[src/rtl/atrig_pkg.sv]
package atrig_pkg;

    localparam int NUM_SRC  = 8;
    localparam int SEL_W    = $clog2(NUM_SRC);
    localparam int REG_W    = 8;
    localparam int SEL_LSB  = 0;
    localparam int AUX_POS  = 6;

    typedef logic [SEL_W-1:0] src_sel_t;
    typedef logic [REG_W-1:0] reg_word_t;

    typedef struct packed {
        logic     aux;
        src_sel_t sel;
    } cfg_t;

    function automatic reg_word_t cfg_to_word(cfg_t c);
        reg_word_t w;
        w = '0;
        w[SEL_LSB +: SEL_W] = c.sel;
        w[AUX_POS]          = c.aux;
        return w;
    endfunction

    function automatic cfg_t word_to_cfg(reg_word_t w);
        cfg_t c;
        c.sel = w[SEL_LSB +: SEL_W];
        c.aux = w[AUX_POS];
        return c;
    endfunction

endpackage

[src/rtl/atrig_cfg_reg.sv]
module atrig_cfg_reg
    import atrig_pkg::*;
(
    input  logic      clk,
    input  logic      rst,
    input  logic      wr_en,
    input  reg_word_t wr_data,
    output cfg_t      cfg,
    output reg_word_t rd_data
);

    cfg_t cfg_q;

    always_ff @(posedge clk) begin
        if (rst) begin
            cfg_q <= '0;
        end else if (wr_en) begin
            cfg_q <= word_to_cfg(wr_data);
        end
    end

    assign cfg     = cfg_q;
    assign rd_data = cfg_to_word(cfg_q);

    a_r2_sel_written: assert property (@(posedge clk) disable iff (rst)
        wr_en |=> rd_data[SEL_LSB +: SEL_W] == $past(wr_data[SEL_LSB +: SEL_W]));

    a_r2_aux_written: assert property (@(posedge clk) disable iff (rst)
        wr_en |=> rd_data[AUX_POS] == $past(wr_data[AUX_POS]));

    a_r2_hold_without_write: assert property (@(posedge clk) disable iff (rst)
        !wr_en |=> $stable(rd_data));

endmodule

[src/rtl/atrig_src_mux.sv]
module atrig_src_mux #(
    parameter int N = atrig_pkg::NUM_SRC,
    localparam int SW = (N > 1) ? $clog2(N) : 1
) (
    input  logic [N-1:0]  src,
    input  logic [SW-1:0] sel,
    output logic          picked
);

    logic [N-1:0] hit;

    for (genvar g = 0; g < N; g++) begin : g_lane
        assign hit[g] = src[g] & (sel == SW'(g));
    end

    assign picked = |hit;

endmodule

[src/rtl/atrig_edge.sv]
module atrig_edge (
    input  logic clk,
    input  logic rst,
    input  logic sig_in,
    input  logic arm,
    input  logic allow,
    output logic pulse
);

    logic prev_q;
    logic pulse_q;

    // prev_q follows the input every cycle, armed or not, so a level that is
    // already high when arming is not mistaken for a fresh edge.
    always_ff @(posedge clk) begin
        if (rst) begin
            prev_q  <= 1'b1;
            pulse_q <= 1'b0;
        end else begin
            prev_q  <= sig_in;
            pulse_q <= sig_in & ~prev_q & arm & allow;
        end
    end

    assign pulse = pulse_q;

    a_r9_single_cycle: assert property (@(posedge clk) disable iff (rst)
        pulse |=> !pulse);

    a_r6_needs_arm: assert property (@(posedge clk) disable iff (rst)
        $rose(pulse) |-> $past(arm));

    a_r7_needs_allow: assert property (@(posedge clk) disable iff (rst)
        $rose(pulse) |-> $past(allow));

    a_r10_high_sample: assert property (@(posedge clk) disable iff (rst)
        $rose(pulse) |-> $past(sig_in));

endmodule

[src/rtl/autotrig_select.sv]
module autotrig_select
    import atrig_pkg::*;
(
    input  logic               clk,
    input  logic               rst,
    input  logic [NUM_SRC-1:0] src_flag,
    input  logic               atrig_en,
    input  logic               conv_en,
    input  logic               bus_we,
    input  logic [REG_W-1:0]   bus_wdata,
    output logic [REG_W-1:0]   bus_rdata,
    output logic               conv_start
);

    cfg_t cfg;
    logic picked;

    atrig_cfg_reg u_cfg (
        .clk     (clk),
        .rst     (rst),
        .wr_en   (bus_we),
        .wr_data (bus_wdata),
        .cfg     (cfg),
        .rd_data (bus_rdata)
    );

    atrig_src_mux #(.N(NUM_SRC)) u_mux (
        .src    (src_flag),
        .sel    (cfg.sel),
        .picked (picked)
    );

    atrig_edge u_edge (
        .clk    (clk),
        .rst    (rst),
        .sig_in (picked),
        .arm    (atrig_en),
        .allow  (conv_en),
        .pulse  (conv_start)
    );

    a_r3_reserved_zero: assert property (@(posedge clk) disable iff (rst)
        bus_rdata[7] == 1'b0 && bus_rdata[5:3] == 3'b000);

    a_r1_reset_start_low: assert property (@(posedge clk)
        $past(rst) |-> !conv_start);

endmodule

[config.mk]
export PLATFORM = sky130hd
export DESIGN_NAME = autotrig_select
export DESIGN_NICKNAME = d
export VERILOG_FILES = /design/src/rtl/atrig_pkg.sv /design/src/rtl/atrig_cfg_reg.sv /design/src/rtl/atrig_src_mux.sv /design/src/rtl/atrig_edge.sv /design/src/rtl/autotrig_select.sv
export SDC_FILE = /design/constraint.sdc
export NUM_CORES = 1
export LEC_CHECK = 0
export ABC_AREA = 1
export BUFFER_PORTS_ARGS = -buffer_cell sky130_fd_sc_hd__buf_2
export CAP_MARGIN = 40
export CORE_AREA = 2 2 39 41
export CTS_CLUSTER_SIZE = 14
export DETAILED_ROUTE_END_ITERATION = 8
export DIE_AREA = 0 0 41 43
export MAX_ROUTING_LAYER = met4
export RECOVER_POWER = 100
export SYNTH_ARGS = -nofsm -noshare
export SYNTH_HDL_FRONTEND = slang
export SYNTH_SLANG_ARGS = --single-unit
[constraint.sdc]
create_clock -name clk -period 2.1 [get_ports clk]
set_input_delay 0.21 -clock clk [delete_from_list [all_inputs] [get_ports clk]]
set_output_delay 0.21 -clock clk [all_outputs]
set_load 0.05 [all_outputs]
==> flow_summary.json, run 1 <==
{
  "status": "complete, no violations",
  "postCtsSetupBuffers": 0,
  "synth-seq-area-share_pct": 34.7,
  "holdPathStages": 3,
  "core_area_um2": 1380,
  "antenna_found_initial": 0,
  "dpl.hpwl_um": 560,
  "cts_made_buffers": 3,
  "clock_sinks": 6,
  "fin_tns_setup_ps": 0,
  "critPathTopFamily": "buffers and inverters",
  "fin_crit_ps": 1350,
  "cts_max_level": 1,
  "clock_skew_ps": 0.962,
  "crit_type": "reg2out",
  "worstSetupEndpointType": "output pin",
  "crit_chain": "clkbuf_1",
  "initial_core_util_pct": 25.0,
  "synthCells": 52,
  "fillCellCount": 168,
  "first_pass_iters": 2,
  "drive_above_1_share_pct": 38.7,
  "avgRoutedWirePerCell_um": 7.23,
  "start_kind": "flip-flop",
  "syn_area_um2": 347,
  "cts_hold_buf": 0,
  "drtIter0Drc": 2,
  "required_ps": 1890,
  "overflow": 0,
  "worstPathArrival_ps": 1140,
  "maxCapViolations": 0,
  "row_count": 14,
  "clock_path_buffers": 2,
  "setup_violations": 0,
  "pwr_density_cell_nw_per_um2": 687,
  "async_flop_share_pct": 0,
  "portBuffers": 21,
  "die_area_um2": 1760,
  "relSlewSlack_pct": 60.7,
  "reg2reg_from": "u_cfg.cfg[2]",
  "cts_tree": "done",
  "r2r_setup_slack_ps": 1130,
  "drc": 0,
  "drv_slew": 0,
  "fin_crit_sh_pct": 64.3,
  "rsz0062_at_grt": "no",
  "hold_viol_final": 0,
  "place_congestion": 0.636,
  "slowest_stage": "clkbuf_1",
  "viasPerCell": 4.05,
  "cp_max_fo": 6,
  "clockRootBuffer": "clkbuf_4",
  "wl_um": 658,
  "cts-resized-gates": 0,
  "clock_latency_ps": 240,
  "worstMarginPinSlew_ps": 592,
  "grt_pass1_vias": 321,
  "io_pins": 30,
  "grt_pass1_wl_um": 1150,
  "holdCritPathClass": "in2reg",
  "p_leak_nw": 0.260,
  "post_dp_cell_area_um2": 453,
  "crit_buf_inv": 1,
  "hold_end": "u_cfg.cfg[3]",
  "ant_nets": 0,
  "cpPeakStageDelay_ps": 490,
  "vias": 369,
  "grt_usage_pct": 10.2,
  "syn_avg_cell_area_um2": 6.67,
  "peakVddDrop_uv": 204,
  "min_from": "bus_wdata[6]",
  "clk_pin_slew_ps": 40,
  "fin_area_um2": 467,
  "ys_ff_latch": 6,
  "die_x_um": 41,
  "areaGrowthSynthToFinish_pct": 34.7,
  "ys_warn_count": 0,
  "max_clock_freq_ghz": 0.741,
  "synth.distinct_cells": 16,
  "synth_edf_count": 0,
  "ys.flop_type": "dfxtp_1",
  "diodes": 0,
  "grt_max_degree": 8,
  "fin_nets": 98,
  "worstReg2RegEnd": "u_edge.prev_q",
  "die_y_um": 43,
  "ff2ff_path_depth": 6
}
==> layer usage <==
layer | wire, um | track usage [%]
met1 | 263 | 10.7
met2 | 328 | 14.1
met3 | 52 | 4.71
met4 | 13 | 8.00
met5 | 0 | -
==> worst max path at each step <==
stage	from	endpoint	depth (start not counted)	slack, ps
final	u_cfg.cfg[2]	bus_rdata[2]	1	750
after global routing	u_cfg.cfg[2]	bus_rdata[2]	1	670
after CTS	u_cfg.cfg[2]	bus_rdata[2]	1	910
after detailed placement	u_cfg.cfg[2]	bus_rdata[2]	1	1180
after global placement	u_cfg.cfg[2]	bus_rdata[2]	1	1170
after floorplan	u_cfg.cfg[2]	u_edge.pulse	6	880
==> synthesized netlist by cell type, types with 2 or more instances <==
library cell  n  area share (%)
a21oi_1       3             4.3
buf_4         4             8.7
dfxtp_1       6              35
inv_1         6             6.5
inv_2         7             7.6
nand2_1       9             9.7
nand3_1       3             4.3
nand3_2       3             8.7
nor2_1        2             2.2
o21ai_1       3             4.3
==> power breakdown <==
| group | internal (mW) | leakage (nW) | switching [mW] |
|---|---|---|---|
| logic | 0.0251 | 0.197 | 0.0617 |
| registers | 0.122 | 0.0497 | 0.00569 |
| clock network | 0.0646 | 0.0138 | 0.0414 |
| total | 0.212 | 0.260 | 0.109 |
==> worst min-delay path, cell delays in order <==
cell and delay [ps]:
buf_2 80, nor2_1 30, nor2_1 80
==> layout make-up <==
type	count	area (um^2)	share of cell area, %
Tap cell	16	20.0	4.29
Clock buffer	3	22.5	4.83
Timing Repair Buffer	21	98.8	21.2
Multi-Input combinational cell	31	153	32.7
Inverter	14	52.6	11.3
Sequential cell	6	120	25.7
==> per-stage QoR <==
stage	hold WS [ps]	instances	utilization (%)	total power [mW]	worst slack, ps
after floorplan	345	55	-	0.201	880
after global placement	434	88	32.7	0.220	1170
after detailed placement	455	88	32.7	0.221	1180
after CTS	192	91	34.4	0.328	913
after global routing	226	91	33.7	0.345	672
final	204	91	33.7	0.321	750
==> sequential cells by signal, summed over array words and instances, names as in the netlist <==
signal / flops
u_cfg.cfg: 4
u_edge.prev_q: 1
u_edge.pulse: 1
==> kinds of logic after synthesis <==
kind of cell	Yosys count	share of synthesized area (%)
compound gates	7	10.1
flops	6	34.7
simple gates	20	30.3
buf+inv	18	23.8
other cells	1	1.08
==> cells in the final DEF, fill, tap and decap left out, drive strengths merged <==
cell,Yosys,layout
buf,4,16
inv,13,13
nand2,10,10
clkbuf,0,8
dfxtp,6,6
nand3,6,6
conb,1,4
o21ai,4,4
a21oi,3,3
nor2,3,3
nand4,1,1
clkinv,1,1
Power figures use the tool's default switching activity.
==> run 2: changes to the inputs <==
- ABC_AREA: 1 -> 0
- clock period: 2.1 -> 1.4 ns (I/O delays scaled with it)
==> flow_summary.json, run 2 <==
{
  "status": "complete, no violations",
  "yosysMostFrequentCell": "dfxtp_1",
  "synth_common_cells": "dfxtp_1, nor2_1, buf_4, mux2i_1, mux2_2",
  "relSlewSlack_pct": 60.7,
  "cts_hold_buf": 0,
  "crit_type": "reg2reg",
  "drc": 0,
  "cp_max_fo": 7,
  "synth_edf_count": 0,
  "synth.largest_area_cell": "dfxtp_1",
  "rsz0062_at_grt": "no",
  "syn_area_um2": 335,
  "drv_slew": 0,
  "io_pins": 30,
  "power_mw": 0.468,
  "diodes": 0,
  "holdCritPathClass": "in2reg",
  "drtIter0Drc": 0,
  "viasPerCell": 4.22,
  "max_clock_freq_ghz": 0.820,
  "async_flop_share_pct": 0,
  "vias": 304,
  "grt_pass1_vias": 255,
  "cts-resized-gates": 0,
  "required_ps": 1510,
  "largest_reg_flops": 4,
  "placed_cells_incl_taps": 69,
  "grt_max_degree": 8,
  "clock_sinks": 6,
  "areaGrowthSynthToFinish_pct": 36.9,
  "cts_made_buffers": 3,
  "first_pass_iters": 1,
  "mostFrequentLayoutCells": "buf_2, nor2_1, dfxtp_1",
  "synthCells": 34,
  "antenna_found_initial": 0,
  "fin_nets": 79,
  "ys.flop_type": "dfxtp_1",
  "overflow": 0,
  "cts_max_level": 1,
  "maxCapViolations": 0,
  "synth-seq-area-share_pct": 35.8,
  "fin_tns_setup_ps": 0,
  "synth.distinct_cells": 18,
  "clock_skew_ps": 1.88,
  "syn_avg_cell_area_um2": 9.86,
  "row_count": 14,
  "peakVddDrop_uv": 300,
  "initial_core_util_pct": 24.2,
  "fin_crit_sh_pct": 87.1,
  "fin_crit_ps": 1220,
  "hold_viol_final": 0,
  "core_area_um2": 1380,
  "post_dp_cell_area_um2": 439,
  "postCtsSetupBuffers": 0,
  "yosys-top-cells-area": "dfxtp_1, mux2i_1, buf_4",
  "p_leak_nw": 0.223,
  "avgRoutedWirePerCell_um": 9.00,
  "clockRootBuffer": "clkbuf_4",
  "wl_um": 648,
  "final_common_cell": "buf_2",
  "die_area_um2": 1760,
  "ant_nets": 0,
  "clock_latency_ps": 240,
  "die_x_um": 41,
  "die_y_um": 43,
  "ys_ff_latch": 6,
  "clk_pin_slew_ps": 50,
  "clock_path_buffers": 2,
  "worstPathArrival_ps": 1330,
  "pwr_density_cell_nw_per_um2": 1020,
  "fin_area_um2": 459,
  "finalNonFillerCells": 72,
  "grt_usage_pct": 8.95,
  "worstMarginPinSlew_ps": 593,
  "ys_warn_count": 0,
  "worstSetupEndpointType": "flip-flop",
  "setup_violations": 0,
  "start_kind": "flip-flop",
  "portBuffers": 21,
  "synth_top_area_share_pct": 35.8,
  "cts_tree": "done",
  "drive_above_1_share_pct": 51.8,
  "grt_pass1_wl_um": 986,
  "place_congestion": 0.657
}
[run 2: cell count changes after synthesis, sizes merged, moves of 2 or more]
cell	change
mux2i	+4
inv	-12
nand3	-5
mux2	+3
nor2	+2
nand2	-9
a21oi	-3
o21ai	-4
[run 2: area by class of cell]
class,instances,area [um^2]
clock buffer,3,22.5
fill,152,925
inverter,1,3.75
multi-input combinational,25,189
sequential,6,121
tap,16,20.0
timing repair buffer,21,103
[run 2: kinds of logic (layout without fill, tap and decap cells)]
| family | after synthesis | count (layout) | synth area share [%] |
|---|---|---|---|
| buffers and inverters | 6 | 25 | 11.2 |
| AND/OR/NAND/NOR | 11 | 11 | 19.4 |
| flip-flops | 6 | 6 | 35.8 |
| AO/OA/AOI/OAI | 3 | 3 | 10.4 |
| other | 1 | 4 | 1.12 |
| multiplexers | 7 | 7 | 22.0 |
[run 2: path summary, 6_finish.rpt]
| kind | endpoint | cells after the start | startpoint | slack (ps) |
|---|---|---|---|---|
| max | u_edge.prev_q | 3 | u_cfg.cfg[2] | 180 |
| min reg2reg | u_cfg.cfg[3] | 2 | u_cfg.cfg[3] | 500 |
| max reg2reg | u_edge.prev_q | 3 | u_cfg.cfg[2] | 180 |
| min | u_cfg.cfg[2] | 2 | rst | 130 |
[run 2: routing by layer]
| metal | global-route usage (%) | routed length [um] | vias up |
|---|---|---|---|
| met5 | - | 0 | - |
| met4 | 6.00 | 0 | 0 |
| met3 | 3.14 | 69 | 0 |
| met2 | 12.2 | 298 | 16 |
| met1 | 10.6 | 280 | 133 |
| li1 | - | - | 155 |
[run 2: through the flow]
| stage | utilization [%] | setup slack (ps) | hold slack [ps] |
|---|---|---|---|
| 3_3_place_gp | 31.7 | 183 | 378 |
| 2_1_floorplan | - | 63.2 | 205 |
| 6_report | 33.2 | 181 | 132 |
| 5_1_grt | 33.2 | 91.7 | 141 |
| 3_5_place_dp | 31.7 | 179 | 382 |
| 4_1_cts | 33.4 | 173 | 131 |
[run 2: power breakdown]
part           switching, mW  total, mW  internal, mW
logic                 0.0750      0.117        0.0418
registers             0.0107      0.193         0.182
clock network         0.0613      0.158        0.0969
[run 2: worst max-delay path, stage by stage (launching register included)]
cell and delay [ps]:
dfxtp_2 390, mux2_1 360, nor3b_2 230, o31ai_1 110
